`config.mk`:
```
export PLATFORM = sky130hd
export DESIGN_NAME = mem_fault_det
export DESIGN_NICKNAME = d
export VERILOG_FILES = /design/src/rtl/afd_pkg.sv /design/src/rtl/afd_data_chk.sv /design/src/rtl/afd_fetch_fsm.sv /design/src/rtl/afd_stack_chk.sv /design/src/rtl/mem_fault_det.sv
export SDC_FILE = /design/constraint.sdc
export NUM_CORES = 1
export LEC_CHECK = 0
export ABC_AREA = 0
export BUFFER_PORTS_ARGS = -buffer_cell sky130_fd_sc_hd__buf_2
export CAP_MARGIN = 20
export CELL_PAD_IN_SITES_DETAIL_PLACEMENT = 0
export CELL_PAD_IN_SITES_GLOBAL_PLACEMENT = 1
export CORE_UTILIZATION = 25
export CTS_BUF_LIST = sky130_fd_sc_hd__clkbuf_8
export DETAILED_ROUTE_END_ITERATION = 7
export HOLD_SLACK_MARGIN = 0.1
export PLACE_DENSITY = 0.91
export SLEW_MARGIN = 10
export SYNTH_ARGS = -nofsm -noshare
export SYNTH_HDL_FRONTEND = slang
export SYNTH_HIERARCHICAL = 1
export SYNTH_SLANG_ARGS = --single-unit
```
`constraint.sdc`:
```
create_clock -name clk -period 2.9 [get_ports clk]
set_clock_uncertainty 0.1 [all_clocks]
set_input_delay 0.145 -clock clk [delete_from_list [all_inputs] [get_ports clk]]
set_output_delay 0.145 -clock clk [all_outputs]
set_load 0.03 [all_outputs]
```
`src/rtl/afd_pkg.sv`:
```
package afd_pkg;
    typedef enum logic [0:0] {
        ST_RUN        = 1'b0,
        ST_BAD_TARGET = 1'b1
    } pc_state_e;
endpackage

```
`src/rtl/afd_data_chk.sv`:
```
module afd_data_chk #(
    parameter int          AW        = 24,
    parameter logic [31:0] DATA_LAST = 32'h0000_1FFF,
    parameter logic [31:0] Y_FIRST   = 32'h0000_1000,
    parameter logic [31:0] PROG_LAST = 32'h0000_AFFF
) (
    input  logic          acc_rd,
    input  logic          acc_wr,
    input  logic          acc_word,
    input  logic          acc_pspace,
    input  logic          mac_op,
    input  logic          mac_ysel,
    input  logic [AW-1:0] acc_addr,
    output logic          fault
);
    localparam logic [AW-1:0] D_LAST = DATA_LAST[AW-1:0];
    localparam logic [AW-1:0] Y_LOW  = Y_FIRST[AW-1:0];
    localparam logic [AW-1:0] P_LAST = PROG_LAST[AW-1:0];

    logic active;
    logic misaligned;
    logic out_of_range;

    assign active     = acc_rd | acc_wr;
    assign misaligned = acc_word & acc_addr[0];

    always_comb begin
        if (acc_pspace)
            out_of_range = (acc_addr > P_LAST);
        else if (mac_op && mac_ysel)
            out_of_range = (acc_addr < Y_LOW) || (acc_addr > D_LAST);
        else if (mac_op)
            out_of_range = (acc_addr >= Y_LOW);
        else
            out_of_range = (acc_addr > D_LAST);
    end

    assign fault = active & (misaligned | out_of_range);
endmodule

```
`src/rtl/afd_fetch_fsm.sv`:
```
module afd_fetch_fsm
    import afd_pkg::*;
#(
    parameter int          AW        = 24,
    parameter logic [31:0] PROG_LAST = 32'h0000_AFFF,
    parameter logic [31:0] VEC_FIRST = 32'h0000_0004,
    parameter logic [31:0] VEC_LAST  = 32'h0000_00FF
) (
    input  logic          clk,
    input  logic          rst_n,
    input  logic          fetch_valid,
    input  logic [AW-1:0] fetch_addr,
    input  logic          pc_load,
    input  logic [AW-1:0] pc_target,
    output logic          fault
);
    localparam logic [AW-1:0] P_LAST = PROG_LAST[AW-1:0];
    localparam logic [AW-1:0] V_LOW  = VEC_FIRST[AW-1:0];
    localparam logic [AW-1:0] V_HIGH = VEC_LAST[AW-1:0];

    pc_state_e state, state_nxt;
    logic      target_bad;
    logic      fetch_bad;

    assign target_bad = pc_target > P_LAST;
    assign fetch_bad  = ((fetch_addr >= V_LOW) && (fetch_addr <= V_HIGH))
                      || (fetch_addr > P_LAST);

    always_ff @(posedge clk or negedge rst_n) begin
        if (!rst_n) state <= ST_RUN;
        else        state <= state_nxt;
    end

    always_comb begin
        state_nxt = state;
        unique case (state)
            ST_RUN: begin
                if (pc_load && target_bad) state_nxt = ST_BAD_TARGET;
            end
            ST_BAD_TARGET: begin
                if (pc_load)          state_nxt = target_bad ? ST_BAD_TARGET : ST_RUN;
                else if (fetch_valid) state_nxt = ST_RUN;
            end
            default: state_nxt = ST_RUN;
        endcase
    end

    always_comb begin
        fault = 1'b0;
        unique case (state)
            ST_RUN:        fault = fetch_valid & fetch_bad;
            ST_BAD_TARGET: fault = fetch_valid;
            default:       fault = 1'b0;
        endcase
    end
endmodule

```
`src/rtl/afd_stack_chk.sv`:
```
module afd_stack_chk #(
    parameter int          SPW      = 16,
    parameter logic [31:0] SP_FLOOR = 32'h0000_0800
) (
    input  logic           clk,
    input  logic           rst_n,
    input  logic           lim_wr,
    input  logic [SPW-1:0] lim_data,
    input  logic           sp_load,
    input  logic [SPW-1:0] sp_value,
    output logic           fault
);
    localparam logic [SPW-1:0] FLOOR = SP_FLOOR[SPW-1:0];

    logic [SPW-1:0] limit_q;

    always_ff @(posedge clk or negedge rst_n) begin
        if (!rst_n)      limit_q <= '1;
        else if (lim_wr) limit_q <= lim_data;
    end

    assign fault = sp_load & ((sp_value > limit_q) | (sp_value < FLOOR));
endmodule

```
`src/rtl/mem_fault_det.sv`:
```
module mem_fault_det #(
    parameter int          AW        = 24,
    parameter int          SPW       = 16,
    parameter logic [31:0] DATA_LAST = 32'h0000_1FFF,
    parameter logic [31:0] Y_FIRST   = 32'h0000_1000,
    parameter logic [31:0] PROG_LAST = 32'h0000_AFFF,
    parameter logic [31:0] VEC_FIRST = 32'h0000_0004,
    parameter logic [31:0] VEC_LAST  = 32'h0000_00FF,
    parameter logic [31:0] SP_FLOOR  = 32'h0000_0800
) (
    input  logic           clk,
    input  logic           rst_n,
    input  logic           acc_rd,
    input  logic           acc_wr,
    input  logic           acc_word,
    input  logic           acc_pspace,
    input  logic [AW-1:0]  acc_addr,
    input  logic           mac_op,
    input  logic           mac_ysel,
    input  logic           fetch_valid,
    input  logic [AW-1:0]  fetch_addr,
    input  logic           pc_load,
    input  logic [AW-1:0]  pc_target,
    input  logic           sp_load,
    input  logic [SPW-1:0] sp_value,
    input  logic           lim_wr,
    input  logic [SPW-1:0] lim_data,
    output logic           addr_err,
    output logic           stack_err
);
    logic data_fault;
    logic fetch_fault;
    logic sp_fault;

    afd_data_chk #(
        .AW(AW), .DATA_LAST(DATA_LAST), .Y_FIRST(Y_FIRST), .PROG_LAST(PROG_LAST)
    ) u_data (
        .acc_rd(acc_rd), .acc_wr(acc_wr), .acc_word(acc_word),
        .acc_pspace(acc_pspace), .mac_op(mac_op), .mac_ysel(mac_ysel),
        .acc_addr(acc_addr), .fault(data_fault)
    );

    afd_fetch_fsm #(
        .AW(AW), .PROG_LAST(PROG_LAST), .VEC_FIRST(VEC_FIRST), .VEC_LAST(VEC_LAST)
    ) u_fetch (
        .clk(clk), .rst_n(rst_n), .fetch_valid(fetch_valid), .fetch_addr(fetch_addr),
        .pc_load(pc_load), .pc_target(pc_target), .fault(fetch_fault)
    );

    afd_stack_chk #(
        .SPW(SPW), .SP_FLOOR(SP_FLOOR)
    ) u_stack (
        .clk(clk), .rst_n(rst_n), .lim_wr(lim_wr), .lim_data(lim_data),
        .sp_load(sp_load), .sp_value(sp_value), .fault(sp_fault)
    );

    always_ff @(posedge clk or negedge rst_n) begin
        if (!rst_n) begin
            addr_err  <= 1'b0;
            stack_err <= 1'b0;
        end else begin
            addr_err  <= data_fault | fetch_fault;
            stack_err <= sp_fault;
        end
    end
endmodule

```
* Yosys cells after proc, flatten, opt, wreduce, memory -nomap -nowiden *
Cells that the tools add are included.

word-level totals
  bits in latches = 0
  logic and storage cells = 37
  output and inout bits = 2
  bits in read-only memories = 0
  memories = 0
  bits in writable memories = 0
  register bits after elaboration = 19
  bits of input ports = 116

cells by class
  shift-type cells = 0
  $add $sub $neg = 0
  bitwise operators = 9
  multiply operators = 0
  divide/modulo/power cells = 0
  reductions and logical operators = 5
  equal/unequal tests = 0
  $lt $le $gt $ge = 10
  muxes and demuxes = 9

operator list
  kind                                                                            number
  24-bit by 16-bit > comparator with 1-bit output, second input constant          3
  24-bit by 13-bit >= comparator with 1-bit output, second input constant         1
  24-bit by 3-bit >= comparator with 1-bit output, second input constant          1
  24-bit by 13-bit > comparator with 1-bit output, second input constant          1
  24-bit by 8-bit <= comparator with 1-bit output, second input constant          1
  24-bit by 13-bit less-than comparator with 1-bit output, second input constant  1
  16-bit > comparator                                                             1
  16-bit by 12-bit less-than comparator with 1-bit output, second input constant  1
  1-bit 2-to-1 mux                                                                7
  1-bit bitwise AND                                                               4
  1-bit bitwise OR                                                                4
  1-bit one-hot mux with 2 select lines                                           2
  1-bit logical AND                                                               3
  1-bit logical OR                                                                2
  1-bit NOT                                                                       1

* Longest topological paths before layout *
Gate-level depths: netlist (run 1).

  depth in word-level cells = 7
  gate-level depth with buffers = 6
  gate-level depth less buffers = 6

* Modules after synthesis *
The synthesis (run 1) kept the hierarchy.

modules (own cells, without submodules)
  module         seq. area each (sq um)  area an instance (sq um)  times used  cells each
  afd_stack_chk  420.4                   1018.5                    1           110
  afd_fetch_fsm  25.0                    147.6                     1           20
  afd_data_chk   0.0                     65.1                      1           10
  mem_fault_det  50.0                    56.3                      1           3

* Worst setup path before layout (run 1) *
No wires, ideal clock.

  path type = flip-flop to flip-flop
  start point = register u_stack.limit_q[15]
  end point = register stack_err
  cell stages (with the launch flop) = 7
  library setup time = 0.130 ns
  data required time = 2.670 ns
  arrival time = 1.877 ns
  slack = 0.793 ns
  cell sequence = dfstp_2 -> inv_1 -> ha_1 -> nand4_2 -> or4_4 -> o41ai_2 -> a31oi_1

between the ends
  longest elaborated chain between the ends = 3

RTL lines
  item                    RTL line             text
  start, declared         afd_stack_chk.sv:15  logic [SPW-1:0] limit_q;
  start signal, assigned  afd_stack_chk.sv:19  else if (lim_wr) limit_q <= lim_data;
  16-bit > comparator     afd_stack_chk.sv:22  assign fault = sp_load & ((sp_value > limit_q) | (sp_value < FLOOR));
  1-bit bitwise OR        afd_stack_chk.sv:22
  1-bit bitwise AND       afd_stack_chk.sv:22
  net sp_fault            mem_fault_det.sv:33  logic sp_fault;
  end signal, assigned    mem_fault_det.sv:63  stack_err <= sp_fault;
  end, declared           mem_fault_det.sv:29  output logic stack_err

The timed path passes the listed nets, and every way through them passes these cells.
A chain may end at the register's enable or synchronous reset.

* Worst setup path after layout (run 1) *
  start point = input acc_addr[12]
  end point = register addr_err

between the ends
  longest elaborated chain between the ends = 7
  elaborated cells on any way between the ends = 11
  classes of those cells = 4 x order compare; 3 x mux; 3 x bitwise; 1 x reduce/logical

RTL lines
  item                                                                     RTL line                                text
  start, declared                                                          mem_fault_det.sv:17                     input logic [AW-1:0] acc_addr,
  24-bit by 13-bit > comparator with 1-bit output (tied with other cells)  afd_data_chk.sv:31, afd_data_chk.sv:35
  1-bit 2-to-1 mux or 1-bit logical OR (tied branches)                     afd_data_chk.sv:32, afd_data_chk.sv:31
  1-bit 2-to-1 mux                                                         afd_data_chk.sv:30                      else if (mac_op && mac_ysel)
  1-bit 2-to-1 mux (*)                                                     afd_data_chk.sv:28                      if (acc_pspace)
  1-bit bitwise OR (*)                                                     afd_data_chk.sv:38                      assign fault = active & (misaligned | out_of_range);
  1-bit bitwise AND (*)                                                    afd_data_chk.sv:38
  net data_fault                                                           mem_fault_det.sv:31                     logic data_fault;
  1-bit bitwise OR (*)                                                     mem_fault_det.sv:62                     addr_err <= data_fault | fetch_fault;
  end signal, assigned                                                     mem_fault_det.sv:62
  end, declared                                                            mem_fault_det.sv:28                     output logic addr_err,

The timed path passes the listed nets; every way through them passes the cells marked *.

==> out/results.txt, run 1 <==
Async SR Flop Fraction -> 1.000
Longest Clk Path Bufs -> 2
Worst Path Required -> 2.94 ns
Die extent in y -> 73.77 um
GR Util All Layers -> 0.1243
RSZ-0062 raised after global routing -> no
# setup viols final -> 0
H-tree depth -> 1
Mapped Cells -> 143
Core Util, Final -> 0.4302
Routed Antenna Nets -> 0
Share of post-route cells with drive strength above 1 -> 0.4651
Number of synthesized flops with an enable pin -> 0
Leakage -> 1.030 nW
TritonCTS clock tree -> yes
Syn Std Cell Area -> 1287 sq um
Fillers -> 496
Clk slew on worst S/H paths -> 0.07 ns
Layout Nets -> 391
Crit-path max FO -> 2
Cells along the critical path -> buf_2 -> xor2_1 -> a2111oi_1 -> nor2_1 -> o22a_1 -> dlygate4sd3_1 -> or2_1 -> dlygate4sd3_1
Row count -> 25
Met1 GRT Util -> 0.1376
Critical path class -> in -> reg
Final hold vios -> 0
M2 GR Usage -> 0.2365
Most used DFF post-synth -> dfstp_2
Min cycle time layout -> 2.331 ns
Post-synth top area share -> 0.3265
Yosys warns -> 6
Top cell type by total area after synthesis -> dfstp_2
PD cells -> 334.4 nW/um^2
Total grt overflow -> 0
Cells on worst reg2reg path -> 6
TritonCTS Sinks -> 19
Synth-to-layout area growth -> 62.00%
Clock Latency Late Sink -> 0.25 ns
GR peak layer -> met2
Fin Setup TNS -> 0 ns
Io pins -> 118
Most common cell in the netlist -> nand2_1
Max Cap Violations -> 0
Setup crit start -> acc_addr[12]
First drt pass iteration count -> 4
Outcome -> completed
Post-synth top cells -> 20 x nand2_1, 18 x inv_1, 16 x dfstp_2, 16 x ha_1, 15 x o21ai_1
DP HPWL -> 2661 um
Chip width -> 73.77 um
Cell mode on critical path -> dlygate4sd3_1
Cell total after placement -> 299
First-pass GRT wire length -> 5147 um
Critical Path Source Type -> primary input
Num CTS Buffers -> 3
Initial core utilization -> 0.2655
Syn Area/Cell -> 9.003 sq um
Largest net degree at the start of global routing -> 32
Worst Hold Class -> in -> reg
R2r setup slk -> 0.66 ns
Drt drc -> 0
Worst vdd ir -> 193.0 uV
Final hold slack -> 0.1145 ns
Max Freq -> 428.9 MHz
Cell variety after synth -> 37
Initial antenna violation count -> 0
Detailed Route Iter0 Violations -> 33
Reg2reg end -> stack_err$_DFF_PN0_
Slew Limit Fails -> 0
RD Place Congestion -> 0.7086
Final wirelength -> 3361 um
Ant. Diodes -> 0
Via density -> 4.335
Synth top area cells -> dfstp_2 33%, ha_1 16%, dfrtp_1 5.8%
Critical-path top delay cell -> dlygate4sd3_1
Core area -> 4848 sq um
WL per Instance -> 10.34 um
Clock Root Buffer -> clkbuf_8
Mapped Nets -> 275
Port Buf Inserts -> 92
Post-Layout Cell Count -> 325
Max incr delay on CP -> 0.55 ns
#FFs+latches synth -> 19
Post_cts resized -> 0
Via count -> 1409
Period utilization -> 0.8039
GR Layer Usage met3 -> 0.03155
Slew HR -> 0.6464
Seq/Total Area, Yosys -> 0.3848
Total Die Area -> 5441 sq um
CP Capture Type -> register
Vias in the first global route -> 1291
Worst EP arrival -> 2.37 ns
Tightest Pin Transition -> 0.5303 ns
R2R Path Start -> u_stack/limit_q[15]$_DFFE_PN1P_
CP endpoint -> addr_err$_DFF_PN0_
-- timing repair --
action,CTS,global route
setup buffers,0,0
hold buffers,22,0
endpoints found under the hold margin,38,0
-- cell usage in the layout (no fill, tap or decap), types with 2 or more instances in the layout --
| master | count |
|---|---|
| o21ai_0 | 2 |
| or4_4 | 2 |
| or4_1 | 2 |
| dlygate4sd3_1 | 22 |
| dfrtp_1 | 3 |
| nor4_1 | 6 |
| ha_1 | 16 |
| o21ai_1 | 15 |
| clkbuf_8 | 3 |
| nand2_1 | 20 |
| buf_2 | 92 |
| o2111ai_1 | 2 |
| nor2_1 | 5 |
| nor3_1 | 3 |
| inv_1 | 19 |
| a21oi_1 | 8 |
| a211oi_1 | 2 |
| dfstp_2 | 16 |
-- power breakdown --
group	switching [mW]	internal (mW)	total [mW]
Clock	0.0860	0.0940	0.180
Sequential	0.00665	0.303	0.309
Combinational	0.0969	0.111	0.208
Total	0.189	0.508	0.697
-- worst min-delay path by stage --
stage                     slack [ns]                 endpoint        start  cells past startpoint
final                           0.11  u_fetch/state$_DFF_PN0_  fetch_valid                      3
after floorplan                -0.25       addr_err$_DFF_PN0_        rst_n                      0
after CTS                       0.11  u_fetch/state$_DFF_PN0_  fetch_valid                      3
after global placement          0.01      stack_err$_DFF_PN0_        rst_n                      1
after global routing            0.12  u_fetch/state$_DFF_PN0_  fetch_valid                      3
after detailed placement        0.02      stack_err$_DFF_PN0_        rst_n                      1
-- per-layer routing --
metal  up-vias  part of all wire
met2        57              0.51
li1        744                 -
met1       608              0.43
met3         0             0.055
met5         -                 0
met4         0                 0
-- flip-flops by register name, summed over array words and instances, names as in the netlist --
register	flops
u_stack/limit_q	16
addr_err	1
stack_err	1
u_fetch/state	1
-- worst max-delay path: cells and delay by family --
kind,cells,cell delay [ns]
simple gates,2,0.27
buf+inv,3,1.20
xor+xnor,1,0.15
compound gates,2,0.61
-- stage by stage --
step | setup slack (ns) | total power [mW] | area, sq um
floorplan | 0.7930 | 0.4100 | 1287
detailed placement | 0.6775 | 0.5008 | 1821
CTS | 0.6027 | 0.7132 | 2086
global placement | 0.7027 | 0.4960 | 1821
global route | 0.4704 | 0.7522 | 2086
finish | 0.5687 | 0.6974 | 2086
-- final cells by class --
cell class | instances | area (sq um) | area share
inverters | 19 | 71.32 | 0.03419
well taps | 67 | 83.83 | 0.04019
flip-flops and latches | 19 | 495.5 | 0.2376
repair buffers | 114 | 680.7 | 0.3263
multi-input cells | 102 | 709.4 | 0.3401
clock inverters | 1 | 3.754 | 0.001800
clock buffers | 3 | 41.29 | 0.01980
-- cell families after synthesis --
logic type      count (synthesis)  synth area share
simple gates                   44            0.1808
mux                             1          0.008746
buf+inv                        22           0.06413
flops                          19            0.3848
xor+xnor                        1          0.006804
compound gates                 40            0.1992
fa+ha+maj                      16            0.1555
No activity file was read; power rests on OpenSTA's default activity.
==> run 2: changes to the inputs <==
- clock period: 2.9 -> 2.4 ns (I/O delays scaled with it)
==> run 2 against run 1 <==
Power rose by 21%. Sequential share of layout area fell by 0.11 points. Setup slack got worse by 0.45 ns. Clock-buffer cell count did not move. Non-clock buffer count rose by 1. Cell count rose by 0.31%. Worst hold slack improved by 0.092 ns. Largest cell class unchanged. Largest power group unchanged.
==> out/results.txt, run 2 (synthesis results as in run 1) <==
Outcome -> completed (unchanged)
Total grt overflow -> 0 (unchanged)
Cells on worst reg2reg path -> 6 (unchanged)
TritonCTS clock tree -> yes (unchanged)
# setup viols final -> 0 (unchanged)
Via density -> 4.371 (was 4.335)
H-tree depth -> 1 (unchanged)
Detailed Route Iter0 Violations -> 14 (was 33)
Ant. Diodes -> 0 (unchanged)
Post_cts resized -> 0 (unchanged)
Commonest non-fill, non-tap cell in the layout -> buf_2 (unchanged)
Hold path startpoint -> lim_wr (was fetch_valid)
Row count -> 25 (unchanged)
Post-CTS Setup Repair Bufs -> 0 (unchanged)
Critical path class -> in -> reg (unchanged)
Most frequent cells in the layout -> 92 x buf_2, 23 x dlygate4sd3_1, 20 x nand2_1 (was 92 x buf_2, 22 x dlygate4sd3_1, 20 x nand2_1)
GR Util All Layers -> 0.1332 (was 0.1243)
TritonCTS Sinks -> 19 (unchanged)
Worst Path Required -> 2.44 ns (was 2.94 ns)
GR peak layer -> met2 (unchanged)
R2R Path Start -> u_stack/limit_q[15]$_DFFE_PN1P_ (unchanged)
Slew HR -> 0.6494 (was 0.6464)
R2r setup slk -> 0.14 ns (was 0.66 ns)
Via count -> 1425 (was 1409)
Io pins -> 118 (unchanged)
Max Cap Violations -> 0 (unchanged)
Worst vdd ir -> 244.2 uV (was 193.0 uV)
DP HPWL -> 2756 um (was 2661 um)
RSZ-0062 raised after global routing -> no (unchanged)
Port Buf Inserts -> 92 (unchanged)
Fillers -> 506 (was 496)
Period utilization -> 0.9508
Largest register FFs -> 16 (unchanged)
Final wirelength -> 3415 um (was 3361 um)
Worst Hold Class -> in -> reg (unchanged)
Vias in the first global route -> 1368 (was 1291)
Final hold vios -> 0 (unchanged)
Fin Setup TNS -> 0 ns (unchanged)
Hold depth -> 3 (unchanged)
Critical Path Source Type -> primary input (unchanged)
Total Die Area -> 5441 sq um (unchanged)
First-pass GRT wire length -> 5451 um (was 5147 um)
Core Util, Final -> 0.4323 (was 0.4302)
PD cells -> 403.5 nW/um^2 (was 334.4 nW/um^2)
Num CTS Buffers -> 3 (unchanged)
Share of post-route cells with drive strength above 1 -> 0.4633 (was 0.4651)
Die extent in y -> 73.77 um (unchanged)
RD Place Congestion -> 0.7266 (was 0.7086)
Max Freq -> 438.2 MHz
First drt pass iteration count -> 4 (unchanged)
Clock Latency Late Sink -> 0.25 ns (about the same)
Initial antenna violation count -> 0 (unchanged)
Slew Limit Fails -> 0 (unchanged)
WL per Instance -> 10.48 um (was 10.34 um)
GR Layer Usage met3 -> 0.03429 (was 0.03155)
Clk slew on worst S/H paths -> 0.07 ns (about the same)
Crit-path max FO -> 2 (unchanged)
Chip width -> 73.77 um (unchanged)
Most flop-heavy register -> u_stack/limit_q (unchanged)
Largest net degree at the start of global routing -> 32 (unchanged)
Tightest Pin Transition -> 0.5259 ns (was 0.5303 ns)
Core area -> 4848 sq um (unchanged)
Layout Nets -> 392 (was 391)
Routed Antenna Nets -> 0 (unchanged)
CTS Hold Bufs -> 23 (was 22)
Reg2reg end -> stack_err$_DFF_PN0_ (unchanged)
Synth-to-layout area growth -> 62.78% (was 62.00%)
Initial core utilization -> 0.2655 (unchanged)
Leakage -> 1.034 nW (was 1.030 nW)
CP Capture Type -> register (unchanged)
Clock Root Buffer -> clkbuf_8 (unchanged)
Worst EP arrival -> 2.32 ns (was 2.37 ns)
Drt drc -> 0 (unchanged)
M2 GR Usage -> 0.2569 (was 0.2365)
Hold endpoint -> u_stack/limit_q[7]$_DFFE_PN1P_ (was u_fetch/state$_DFF_PN0_)
Min cycle time layout -> 2.282 ns
Met1 GRT Util -> 0.1402 (was 0.1376)
Longest Clk Path Bufs -> 2 (unchanged)
## run 2: layout make-up
class	count	area [sq um]	area share
Multi-Input combinational cell	102	709.4	0.3385
Timing Repair Buffer	115	690.7	0.3296
Sequential cell	19	495.5	0.2364
Tap cell	67	83.83	0.04000
Inverter	19	71.32	0.03403
Clock buffer	3	41.29	0.01970
Clock inverter	1	3.754	0.001791
## run 2: critical path, stage by stage
cell	delay, ns
buf_2	0.11
xor2_1	0.15
a2111oi_1	0.44
nor2_1	0.07
o22a_1	0.16
dlygate4sd3_1	0.54
or2_1	0.19
dlygate4sd3_1	0.55
## run 2: stage by stage
step / power, mW / cells / instance area [sq um] / setup WS (ns) / hold WS (ns)
after floorplan: 0.4954 / 143 / 1287 / 0.2930 / -0.2756
after global placement: 0.5994 / 299 / 1821 / 0.2071 / -0.01283
after CTS: 0.8668 / 326 / 2096 / 0.1232 / 0.2183
after detailed placement: 0.6086 / 299 / 1821 / 0.1419 / -0.008305
final: 0.8457 / 326 / 2096 / 0.1180 / 0.2068
after global routing: 0.9123 / 326 / 2096 / 0.02501 / 0.2549
## run 2: where the power goes
part | switching [mW] | total (mW) | internal (mW)
registers | 0.00777 | 0.374 | 0.366
logic | 0.119 | 0.255 | 0.136
clock network | 0.103 | 0.217 | 0.114
## run 2: metal layers
| metal | wire (um) | vias to the layer above |
|---|---|---|
| li1 | - | 743 |
| met1 | 1374 | 624 |
| met2 | 1840 | 55 |
| met3 | 188 | 3 |
| met4 | 10 | 0 |
| met5 | 0 | - |
## run 2: worst max-delay path by stage
stage                                    startpoint                  end  depth (start not counted)
global route        u_stack/limit_q[15]$_DFFE_PN1P_  stack_err$_DFF_PN0_                          6
global placement    u_stack/limit_q[15]$_DFFE_PN1P_  stack_err$_DFF_PN0_                          6
finish                                 acc_addr[12]   addr_err$_DFF_PN0_                          8
detailed placement  u_stack/limit_q[15]$_DFFE_PN1P_  stack_err$_DFF_PN0_                          6
CTS                 u_stack/limit_q[15]$_DFFE_PN1P_  stack_err$_DFF_PN0_                          6
floorplan           u_stack/limit_q[15]$_DFFE_PN1P_  stack_err$_DFF_PN0_                          6
==> run 3: changes to the inputs <==
- RECOVER_POWER: unset -> 50
==> run 3 against run 2 <==
Critical path depth stayed put. Non-clock buffer count unchanged. Global-route usage is the same. Flip-flop and latch count is the same. Setup slack unchanged. Power barely moved. Largest power group unchanged. Via count unchanged. Fmax unchanged. Combinational power about the same. Cell area about the same.
==> out/results.txt, run 3 (synthesis results as in run 1) <==
Outcome -> completed (unchanged)
Vias in the first global route -> 1368 (unchanged)
Clock Root Buffer -> clkbuf_8 (unchanged)
Post_cts resized -> 0 (unchanged)
First drt pass iteration count -> 4 (unchanged)
GR Util All Layers -> 0.1332 (unchanged)
Slew HR -> 0.3062 (was 0.6494)
Largest net degree at the start of global routing -> 32 (unchanged)
Clk slew on worst S/H paths -> 0.07 ns (about the same)
Slew Limit Fails -> 0 (unchanged)
Crit-path max FO -> 2 (unchanged)
Drt drc -> 0 (unchanged)
TritonCTS clock tree -> yes (unchanged)
Detailed Route Iter0 Violations -> 14 (unchanged)
Row count -> 25 (unchanged)
Most flop-heavy register -> u_stack/limit_q (unchanged)
Final hold vios -> 0 (unchanged)
Reg area -> 495.5 sq um (unchanged)
Share of post-route cells with drive strength above 1 -> 0.4595 (was 0.4633)
Commonest non-fill, non-tap cell in the layout -> buf_2 (unchanged)
Longest Clk Path Bufs -> 2 (unchanged)
RSZ-0062 raised after global routing -> no (unchanged)
H-tree depth -> 1 (unchanged)
Clock Latency Late Sink -> 0.25 ns (about the same)
Post-CTS Setup Repair Bufs -> 0 (unchanged)
DP HPWL -> 2756 um (unchanged)
Min cycle time layout -> 2.282 ns (unchanged)
PD cells -> 403.5 nW/um^2 (about the same)
Die extent in y -> 73.77 um (unchanged)
Max Cap Violations -> 0 (unchanged)
Total Die Area -> 5441 sq um (unchanged)
Via density -> 4.371 (unchanged)
Critical Path Source Type -> primary input (unchanged)
Port Buf Inserts -> 92 (unchanged)
# setup viols final -> 0 (unchanged)
Tot Pwr -> 845.1 uW (was 845.7 uW)
Synth-to-layout area growth -> 62.68% (was 62.78%)
CP Capture Type -> register (unchanged)
Num CTS Buffers -> 3 (unchanged)
Io pins -> 118 (unchanged)
TritonCTS Sinks -> 19 (unchanged)
DP Worst Slack -> 0.1419 ns (unchanged)
Core area -> 4848 sq um (unchanged)
RD Place Congestion -> 0.7266 (unchanged)
Chip width -> 73.77 um (unchanged)
Fin Setup TNS -> 0 ns (unchanged)
Initial core utilization -> 0.2655 (unchanged)
Routed Antenna Nets -> 0 (unchanged)
Largest register FFs -> 16 (unchanged)
Initial antenna violation count -> 0 (unchanged)
Via count -> 1425 (unchanged)
Worst EP arrival -> 2.32 ns (about the same)
First-pass GRT wire length -> 5451 um (unchanged)
Footprint of the multi-input gates -> 709.4 sq um (unchanged)
Critical path class -> in -> reg (unchanged)
Period utilization -> 0.9508 (unchanged)
Most frequent cells in the layout -> 91 x buf_2, 23 x dlygate4sd3_1, 20 x nand2_1 (was 92 x buf_2, 23 x dlygate4sd3_1, 20 x nand2_1)
Ant. Diodes -> 0 (unchanged)
Max Freq -> 438.2 MHz (unchanged)
PnR worst setup slack -> 0.1180 ns (unchanged)
Worst vdd ir -> 244.2 uV (about the same)
Final wirelength -> 3416 um (was 3415 um)
WL per Instance -> 10.48 um (about the same)
Layout Nets -> 392 (unchanged)
Leakage -> 1.032 nW (was 1.034 nW)
Worst Path Required -> 2.44 ns (about the same)
Tightest Pin Transition -> 1.041 ns (was 0.5259 ns)
Fillers -> 507 (was 506)
Total grt overflow -> 0 (unchanged)
Worst Hold Class -> in -> reg (unchanged)
run 3: changes by cell type in the layout (fill, tap and decap cells not counted), sizes merged:
cell and delta:
buf -1, clkbuf +1
run 3: stage by stage:
step,utilization,hold slack [ns],instances,cell area (sq um)
after CTS,0.4323,0.2183,326,2096
after global placement,0.3755,-0.01283,299,1821
final,0.4320,0.2065,326,2095
after global routing,0.4320,0.2531,326,2095
after detailed placement,0.3755,-0.008305,299,1821
after floorplan,-,-0.2756,143,1287
run 3: worst max-delay path: stages:
cell and delay [ns]:
buf_2 0.11, xor2_1 0.15, a2111oi_1 0.44, nor2_1 0.07
o22a_1 0.16, dlygate4sd3_1 0.54, or2_1 0.19, dlygate4sd3_1 0.55
run 3: repair_timing:
action                     CTS  global route
setup endpoints to repair    0             0
hold buffers                23             0
hold endpoints to repair    38             0
run 3: worst paths after layout:
check,from,to,slack (ns),cells past startpoint
max,acc_addr[12],addr_err$_DFF_PN0_,0.12,8
min,lim_wr,u_stack/limit_q[7]$_DFFE_PN1P_,0.21,3
max reg2reg,u_stack/limit_q[15]$_DFFE_PN1P_,stack_err$_DFF_PN0_,0.14,6
min reg2reg,u_stack/limit_q[12]$_DFFE_PN1P_,u_stack/limit_q[12]$_DFFE_PN1P_,0.39,2
max in group asynchronous,rst_n,stack_err$_DFF_PN0_,1.11,2
min in group asynchronous,rst_n,addr_err$_DFF_PN0_,0.47,2
run 3: layer usage:
metal,up-vias,share of wire,track usage
met1,624,0.40,0.1402
li1,743,-,-
met5,-,0,0
met3,3,0.055,0.03429
met4,0,0.0029,0.03846
met2,55,0.54,0.2569
run 3: layout make-up:
class	instances	area share
multi-input cells	102	0.3387
repair buffers	115	0.3292
flip-flops and latches	19	0.2366
well taps	67	0.04002
inverters	19	0.03405
clock buffers	3	0.01971
clock inverters	1	0.001792
run 3: power breakdown:
group | leakage (nW) | switching, mW | internal (mW)
sequential | 0.202 | 0.00774 | 0.366
combinational | 0.803 | 0.119 | 0.136
clock | 0.0269 | 0.103 | 0.114
